`config.mk`:
```
export PLATFORM = sky130hd
export DESIGN_NAME = xlat_cache_ctrl
export DESIGN_NICKNAME = d
export VERILOG_FILES = /design/src/rtl/xcc_pkg.sv /design/src/rtl/xcc_rr_ptr.sv /design/src/rtl/xcc_tlb.sv /design/src/rtl/xcc_seq.sv /design/src/rtl/xlat_cache_ctrl.sv
export SDC_FILE = /design/constraint.sdc
export NUM_CORES = 1
export LEC_CHECK = 0
export BUFFER_PORTS_ARGS = -buffer_cell sky130_fd_sc_hd__buf_2
export CAP_MARGIN = 40
export CORE_MARGIN = 3
export CORE_UTILIZATION = 35
export DETAILED_ROUTE_END_ITERATION = 10
export GPL_TIMING_DRIVEN = 0
export PLACE_DENSITY = 0.63
export SETUP_SLACK_MARGIN = 0.3
export SLEW_MARGIN = 0
export SYNTH_ARGS = -nofsm -noshare
export SYNTH_HDL_FRONTEND = slang
export SYNTH_SLANG_ARGS = --single-unit
```
`constraint.sdc`:
```
create_clock -name clk -period 4.7 [get_ports clk]
set_input_delay 0.94 -clock clk [delete_from_list [all_inputs] [get_ports clk]]
set_output_delay 0.94 -clock clk [all_outputs]
set_load 0.01 [all_outputs]
```
`src/rtl/xcc_pkg.sv`:
```
package xcc_pkg;
  typedef enum logic [2:0] {
    ST_IDLE,
    ST_LOOKUP,
    ST_CREQ,
    ST_CCMP,
    ST_WRITE
  } seq_state_t;
endpackage

```
`src/rtl/xcc_rr_ptr.sv`:
```
module xcc_rr_ptr #(
  parameter int N = 8,
  parameter int W = 3
) (
  input  logic         clk,
  input  logic         rst,
  input  logic         adv,
  output logic [W-1:0] ptr
);
  localparam logic [W-1:0] LAST = W'(N - 1);

  always_ff @(posedge clk) begin
    if (rst) begin
      ptr <= '0;
    end else if (adv) begin
      ptr <= (ptr == LAST) ? '0 : ptr + W'(1);
    end
  end
endmodule

```
`src/rtl/xcc_tlb.sv`:
```
module xcc_tlb #(
  parameter int TLB_N = 8,
  parameter int VPN_W = 20,
  parameter int PPN_W = 18
) (
  input  logic             clk,
  input  logic             rst,
  input  logic             fill_en,
  input  logic [VPN_W-1:0] fill_vpn,
  input  logic [PPN_W-1:0] fill_ppn,
  input  logic             fill_wr_ok,
  input  logic [VPN_W-1:0] lk_vpn,
  output logic             lk_hit,
  output logic [PPN_W-1:0] lk_ppn,
  output logic             lk_wr_ok
);
  localparam int IW = (TLB_N > 1) ? $clog2(TLB_N) : 1;

  logic [TLB_N-1:0] hit_vec;
  logic [TLB_N-1:0] fmatch_vec;
  logic [TLB_N-1:0] wok_vec;
  logic [PPN_W-1:0] ppn_sel [TLB_N];
  logic [IW-1:0]    victim;
  logic             in_place;

  assign in_place = |fmatch_vec;

  // new pages advance the victim pointer, overwrites of a resident page do not
  xcc_rr_ptr #(.N(TLB_N), .W(IW)) rr_i (
    .clk (clk),
    .rst (rst),
    .adv (fill_en && !in_place),
    .ptr (victim)
  );

  for (genvar e = 0; e < TLB_N; e++) begin : g_ent
    logic             v;
    logic [VPN_W-1:0] tvpn;
    logic [PPN_W-1:0] tppn;
    logic             twok;
    logic             wsel;

    assign wsel = fill_en && (in_place ? fmatch_vec[e] : (victim == IW'(e)));

    always_ff @(posedge clk) begin
      if (rst) v <= 1'b0;
      else if (wsel) v <= 1'b1;
    end

    always_ff @(posedge clk) begin
      if (wsel) begin
        tvpn <= fill_vpn;
        tppn <= fill_ppn;
        twok <= fill_wr_ok;
      end
    end

    assign hit_vec[e]    = v && (tvpn == lk_vpn);
    assign fmatch_vec[e] = v && (tvpn == fill_vpn);
    assign wok_vec[e]    = hit_vec[e] && twok;
    assign ppn_sel[e]    = hit_vec[e] ? tppn : '0;
  end

  // at most one entry matches, so an OR tree selects it
  always_comb begin
    lk_ppn = '0;
    for (int i = 0; i < TLB_N; i++) lk_ppn = lk_ppn | ppn_sel[i];
  end

  assign lk_hit   = |hit_vec;
  assign lk_wr_ok = |wok_vec;
endmodule

```
`src/rtl/xcc_seq.sv`:
```
module xcc_seq
  import xcc_pkg::*;
#(
  parameter int VA_W   = 32,
  parameter int OFF_W  = 12,
  parameter int PPN_W  = 18,
  parameter int DATA_W = 32,
  parameter int CIDX_W = 6,
  parameter int BOFF_W = 2
) (
  input  logic                    clk,
  input  logic                    rst,
  input  logic                    req_valid,
  input  logic                    req_write,
  input  logic [VA_W-1:0]         req_vaddr,
  input  logic [DATA_W-1:0]       req_wdata,
  output logic                    req_ready,
  output logic                    rsp_valid,
  output logic                    rsp_hit,
  output logic                    rsp_stall,
  output logic [DATA_W-1:0]       rsp_rdata,
  output logic                    exc_tlb_miss,
  output logic                    exc_wprot,
  output logic [VA_W-1:0]         exc_vaddr,
  output logic [VA_W-OFF_W-1:0]   lk_vpn,
  input  logic                    lk_hit,
  input  logic [PPN_W-1:0]        lk_ppn,
  input  logic                    lk_wr_ok,
  output logic                    ca_rd_en,
  output logic [CIDX_W-1:0]       ca_idx,
  input  logic                    ca_rd_valid,
  input  logic [PPN_W+OFF_W-CIDX_W-BOFF_W-1:0] ca_rd_tag,
  input  logic [DATA_W-1:0]       ca_rd_data,
  output logic                    ca_wr_en,
  output logic [PPN_W+OFF_W-CIDX_W-BOFF_W-1:0] ca_wr_tag,
  output logic [DATA_W-1:0]       ca_wr_data,
  output logic                    wb_push,
  output logic [PPN_W+OFF_W-1:0]  wb_paddr,
  output logic [DATA_W-1:0]       wb_data,
  input  logic                    wb_full
);
  localparam int PA_W   = PPN_W + OFF_W;
  localparam int CTAG_W = PA_W - CIDX_W - BOFF_W;

  seq_state_t        st;
  logic [VA_W-1:0]   a_vaddr;
  logic              a_write;
  logic [DATA_W-1:0] a_wdata;
  logic [PA_W-1:0]   a_paddr;
  logic [PA_W-1:0]   pa_now;

  assign lk_vpn    = a_vaddr[VA_W-1:OFF_W];
  assign pa_now    = {lk_ppn, a_vaddr[OFF_W-1:0]};
  assign req_ready = (st == ST_IDLE);

  always_ff @(posedge clk) begin
    if (rst) begin
      st           <= ST_IDLE;
      a_vaddr      <= '0;
      a_write      <= 1'b0;
      a_wdata      <= '0;
      a_paddr      <= '0;
      rsp_valid    <= 1'b0;
      rsp_hit      <= 1'b0;
      rsp_stall    <= 1'b0;
      rsp_rdata    <= '0;
      exc_tlb_miss <= 1'b0;
      exc_wprot    <= 1'b0;
      exc_vaddr    <= '0;
      ca_rd_en     <= 1'b0;
      ca_idx       <= '0;
      ca_wr_en     <= 1'b0;
      ca_wr_tag    <= '0;
      ca_wr_data   <= '0;
      wb_push      <= 1'b0;
      wb_paddr     <= '0;
      wb_data      <= '0;
    end else begin
      rsp_valid    <= 1'b0;
      rsp_hit      <= 1'b0;
      rsp_stall    <= 1'b0;
      exc_tlb_miss <= 1'b0;
      exc_wprot    <= 1'b0;
      ca_rd_en     <= 1'b0;
      ca_wr_en     <= 1'b0;
      wb_push      <= 1'b0;
      unique case (st)
        ST_IDLE: begin
          if (req_valid) begin
            a_vaddr <= req_vaddr;
            a_write <= req_write;
            a_wdata <= req_wdata;
            st      <= ST_LOOKUP;
          end
        end
        ST_LOOKUP: begin
          // translation first, permission second, cache last
          if (!lk_hit) begin
            exc_tlb_miss <= 1'b1;
            exc_vaddr    <= a_vaddr;
            st           <= ST_IDLE;
          end else if (a_write && !lk_wr_ok) begin
            exc_wprot <= 1'b1;
            exc_vaddr <= a_vaddr;
            st        <= ST_IDLE;
          end else begin
            a_paddr <= pa_now;
            ca_idx  <= pa_now[CIDX_W+BOFF_W-1:BOFF_W];
            if (a_write) begin
              st <= ST_WRITE;
            end else begin
              ca_rd_en <= 1'b1;
              st       <= ST_CREQ;
            end
          end
        end
        ST_CREQ: st <= ST_CCMP;
        ST_CCMP: begin
          rsp_valid <= 1'b1;
          if (ca_rd_valid && (ca_rd_tag == a_paddr[PA_W-1:PA_W-CTAG_W])) begin
            rsp_hit   <= 1'b1;
            rsp_rdata <= ca_rd_data;
          end else begin
            rsp_stall <= 1'b1;
          end
          st <= ST_IDLE;
        end
        ST_WRITE: begin
          if (!wb_full) begin
            ca_wr_en   <= 1'b1;
            ca_wr_tag  <= a_paddr[PA_W-1:PA_W-CTAG_W];
            ca_wr_data <= a_wdata;
            wb_push    <= 1'b1;
            wb_paddr   <= a_paddr;
            wb_data    <= a_wdata;
            rsp_valid  <= 1'b1;
            rsp_hit    <= 1'b1;
            st         <= ST_IDLE;
          end
        end
        default: st <= ST_IDLE;
      endcase
    end
  end
endmodule

```
`src/rtl/xlat_cache_ctrl.sv`:
```
module xlat_cache_ctrl #(
  parameter int VA_W   = 32,
  parameter int OFF_W  = 12,
  parameter int PPN_W  = 18,
  parameter int DATA_W = 32,
  parameter int TLB_N  = 8,
  parameter int CIDX_W = 6,
  parameter int BOFF_W = 2
) (
  input  logic                    clk,
  input  logic                    rst,
  input  logic                    req_valid,
  input  logic                    req_write,
  input  logic [VA_W-1:0]         req_vaddr,
  input  logic [DATA_W-1:0]       req_wdata,
  output logic                    req_ready,
  output logic                    rsp_valid,
  output logic                    rsp_hit,
  output logic                    rsp_stall,
  output logic [DATA_W-1:0]       rsp_rdata,
  output logic                    exc_tlb_miss,
  output logic                    exc_wprot,
  output logic [VA_W-1:0]         exc_vaddr,
  input  logic                    fill_en,
  input  logic [VA_W-OFF_W-1:0]   fill_vpn,
  input  logic [PPN_W-1:0]        fill_ppn,
  input  logic                    fill_wr_ok,
  output logic                    ca_rd_en,
  output logic [CIDX_W-1:0]       ca_idx,
  input  logic                    ca_rd_valid,
  input  logic [PPN_W+OFF_W-CIDX_W-BOFF_W-1:0] ca_rd_tag,
  input  logic [DATA_W-1:0]       ca_rd_data,
  output logic                    ca_wr_en,
  output logic [PPN_W+OFF_W-CIDX_W-BOFF_W-1:0] ca_wr_tag,
  output logic [DATA_W-1:0]       ca_wr_data,
  output logic                    wb_push,
  output logic [PPN_W+OFF_W-1:0]  wb_paddr,
  output logic [DATA_W-1:0]       wb_data,
  input  logic                    wb_full
);
  localparam int VPN_W = VA_W - OFF_W;

  logic [VPN_W-1:0] lk_vpn;
  logic             lk_hit;
  logic [PPN_W-1:0] lk_ppn;
  logic             lk_wr_ok;

  xcc_tlb #(.TLB_N(TLB_N), .VPN_W(VPN_W), .PPN_W(PPN_W)) tlb_i (
    .clk        (clk),
    .rst        (rst),
    .fill_en    (fill_en),
    .fill_vpn   (fill_vpn),
    .fill_ppn   (fill_ppn),
    .fill_wr_ok (fill_wr_ok),
    .lk_vpn     (lk_vpn),
    .lk_hit     (lk_hit),
    .lk_ppn     (lk_ppn),
    .lk_wr_ok   (lk_wr_ok)
  );

  xcc_seq #(
    .VA_W(VA_W), .OFF_W(OFF_W), .PPN_W(PPN_W), .DATA_W(DATA_W),
    .CIDX_W(CIDX_W), .BOFF_W(BOFF_W)
  ) seq_i (
    .clk          (clk),
    .rst          (rst),
    .req_valid    (req_valid),
    .req_write    (req_write),
    .req_vaddr    (req_vaddr),
    .req_wdata    (req_wdata),
    .req_ready    (req_ready),
    .rsp_valid    (rsp_valid),
    .rsp_hit      (rsp_hit),
    .rsp_stall    (rsp_stall),
    .rsp_rdata    (rsp_rdata),
    .exc_tlb_miss (exc_tlb_miss),
    .exc_wprot    (exc_wprot),
    .exc_vaddr    (exc_vaddr),
    .lk_vpn       (lk_vpn),
    .lk_hit       (lk_hit),
    .lk_ppn       (lk_ppn),
    .lk_wr_ok     (lk_wr_ok),
    .ca_rd_en     (ca_rd_en),
    .ca_idx       (ca_idx),
    .ca_rd_valid  (ca_rd_valid),
    .ca_rd_tag    (ca_rd_tag),
    .ca_rd_data   (ca_rd_data),
    .ca_wr_en     (ca_wr_en),
    .ca_wr_tag    (ca_wr_tag),
    .ca_wr_data   (ca_wr_data),
    .wb_push      (wb_push),
    .wb_paddr     (wb_paddr),
    .wb_data      (wb_data),
    .wb_full      (wb_full)
  );
endmodule

```
==> out/results.tsv <==
metric	value	unit
status	finished clean	
first-pass GRT wire length	114.2	mm
Cells after Synth	2024	
clk slew on worst S/H paths	0.06	ns
slew of the pin with the lowest slew margin	0.9417	ns
clk buf depth	3	
P&R area growth vs syn	22.05	%
post-route ant nets	0	
setup bufs post-CTS	0	
post-CTS resize count	0	
# hold bufs at CTS	0	
power density over the cells	377.1	mW/mm²
Worst EP arrival	4.62	ns
initial antenna violation count	11	
sequential fraction of the synthesis area	0.6028	
Initial Utilization	0.3561	
f_max	235.6	MHz
Hold Startpoint	seq_i.a_wdata[31]	
Max VDD drop	0.2889	mV
relative slew slack	0.3708	
Post-layout nets	2621	
Tcrit/Tclk final	0.9032	
Hold Path Class	flip-flop to flip-flop	
Total Wirelength	80.22	mm
CTS tree	built	
Hold Vio Cnt, Final	0	
detail-routed via count per cell	5.208	
Detailed Route Iter0 Violations	1724	
# IOs	359	
Worst Path Class, Setup	input port to flip-flop	
hold-critical path depth	2	
ys flop type	edfxtp_1	
Startpoint Class	input port	
H-tree levels	2	
DR DRC count	0	
Tmin final	4.245	ns
Core ar.	0.06622	mm²
Setup TNS	0	ns
GRT Residual Overflow	0	
dpl ws	-0.04872	ns
max cap viols	0	
worst setup margin	0.4549	ns
# rows	94	
layout cells sized above 1	0.2471	
Design Power	0.01085	W
First-pass DRT Iterations	6	
final cell count without fillers	3366	
Syn Area/Cell	11.65	µm²
clk sinks	554	
Syn Std Cell Area	0.02358	mm²
CP Max Fanout	21	
GRT Overall Usage	0.2192	
max-slew violation count	0	
CP Capture Type	flip-flop	
crit path launch	fill_vpn[10]	
Req. time, crit path	5.07	ns
EDFF count, synth	312	
Yosys reg bits	554	
Die Y	265.6	µm
vias in the first global route	16980	
Yosys warning total	0	
area of the die	0.07052	mm²
Post-synth ARST share	0	
HPWL Detailed	58.29	mm
Pleak	10.83	nW
Post-DP Area	0.02681	mm²
PortBufs	357	
syn nets	2194	
Final Setup Violations	0	
RSZ-0062 raised after global routing	no	
via count	17530	
Setup Skew	0.01253	ns
reg2reg path depth	9	
worst r2r src	tlb_i.g_ent[1].tvpn[4]	
clk root buf	clkbuf_16	
Placer Congestion	0.9285	
worst skew pair latency	0.63	ns
fin area	0.02878	mm²
Horiz. Die Dim	265.6	µm
cell count after placement	3257	
cts bufs inserted	56	
Netlist cell types	54	
WL/cell	23.83	µm
largest net degree at the start of global routing	25	
==> final timing paths <==
kind                                  to  slack, ns
setup / recovery  tlb_i.g_ent[3].tppn[6]       0.45
hold / removal         seq_i.wb_data[31]       0.45
setup reg to reg  tlb_i.g_ent[3].tppn[6]       0.91
hold reg to reg        seq_i.wb_data[31]       0.45
==> synth_stat cells, types with 2 or more instances <==
master | number | area share
nor4_2 | 7 | 0.0037
clkbuf_1 | 67 | 0.011
nand3_1 | 22 | 0.0047
o221ai_1 | 2 | 0.00074
o2bb2ai_1 | 2 | 0.00074
nand4_1 | 65 | 0.017
xnor2_1 | 274 | 0.10
ha_1 | 6 | 0.0032
buf_6 | 12 | 0.0057
buf_1 | 7 | 0.0011
a22oi_1 | 42 | 0.013
o21ai_0 | 2 | 0.00042
xor2_1 | 62 | 0.023
a22o_1 | 18 | 0.0067
nor4_1 | 27 | 0.0072
a31oi_1 | 6 | 0.0016
a32oi_1 | 5 | 0.0019
a31o_2 | 18 | 0.0067
nand2_1 | 344 | 0.055
a21boi_0 | 2 | 0.00064
nor3_1 | 4 | 0.00085
a221oi_1 | 18 | 0.0067
and3_1 | 5 | 0.0013
a21oi_1 | 153 | 0.032
edfxtp_1 | 312 | 0.40
buf_4 | 75 | 0.024
nand2b_1 | 4 | 0.0011
nor2b_1 | 3 | 0.00080
buf_2 | 25 | 0.0053
and2_1 | 10 | 0.0027
dfxtp_1 | 242 | 0.21
buf_8 | 3 | 0.0019
inv_1 | 14 | 0.0022
mux2i_1 | 78 | 0.033
nor3_2 | 2 | 0.00085
a211oi_1 | 2 | 0.00064
and4_1 | 3 | 0.0011
nor2_1 | 65 | 0.010
==> registers in the layout, summed over array words and instances, names as in the netlist, 8 cells and up <==
signal	count
seq_i.a_wdata	32
seq_i.rsp_rdata	32
seq_i.wb_data	32
tlb_i.g_ent.tppn	144
tlb_i.g_ent.tvpn	160
seq_i.wb_paddr	30
seq_i.exc_vaddr	32
tlb_i.g_ent.twok	8
tlb_i.g_ent.v	8
seq_i.a_vaddr	32
seq_i.a_paddr	30
==> report_power, final <==
group	switching (W)	leakage [nW]	internal, W
Combinational	0.000507	5.08	0.000289
Sequential	0.0000681	4.80	0.00524
Clock	0.00197	0.953	0.00278
Total	0.00255	10.8	0.00830
==> through the flow <==
| step | util | hold slack, ns |
|---|---|---|
| after floorplan | - | 0.4315 |
| after global routing | 0.4345 | 0.4739 |
| after global placement | 0.3994 | 0.4412 |
| after detailed placement | 0.4049 | 0.4466 |
| after CTS | 0.4345 | 0.4543 |
| final | 0.4346 | 0.4521 |
==> cell usage in the layout (no fill, tap or decap), types with 62 or more instances in the layout <==
cell,instances
mux2i_1,78
buf_4,75
xnor2_1,274
dfxtp_1,242
xor2_1,62
edfxtp_1,312
a21oi_1,147
nand4_1,65
nor2_1,63
clkbuf_1,70
buf_2,382
nand2_1,344
==> area by class of cell <==
cell class,instances,area (µm²)
Sequential cell,554,14210
Inverter,16,60.06
Multi-Input combinational cell,1265,8243
Antenna cell,5,12.51
Tap cell,864,1081
Buffer,189,1146
Timing Repair Buffer,369,2067
Clock inverter,37,420.4
Fill cell,6126,37440
Clock buffer,67,1536
==> kinds of logic (layout without fill, tap and decap cells) <==
family                     count (synthesis)  in the layout  synth area share
and+or+nand+nor                          566            566            0.1083
DFF                                      554            554            0.6028
xor gates and xnor gates                 336            336            0.1248
AOI/OAI and AO/OA                        279            279           0.07667
buffers and inverters                    205            678           0.05115
muxes                                     78             78           0.03311
adders and majority gates                  6              6          0.003184
other                                      0              5                 0
==> worst max-delay path, cell delays in order <==
cell	delay, ns
buf_2	0.32
buf_2	0.48
xnor2_1	0.17
nand4_1	0.12
nor4_1	0.65
nand4_1	0.48
nand4_1	0.29
nor2_1	0.16
a21boi_0	0.45
nor2_4	0.27
buf_12	0.25
==> layer usage <==
| layer | up-vias | global-route usage | routed length, µm |
|---|---|---|---|
| li1 | 7898 | - | - |
| met3 | 157 | 0.05383 | 7192 |
| met4 | 10 | 0.07272 | 2729 |
| met2 | 826 | 0.3613 | 37580 |
| met1 | 8638 | 0.2834 | 32650 |
| met5 | - | 0 | 69 |
(Power assumes the default switching activity.)
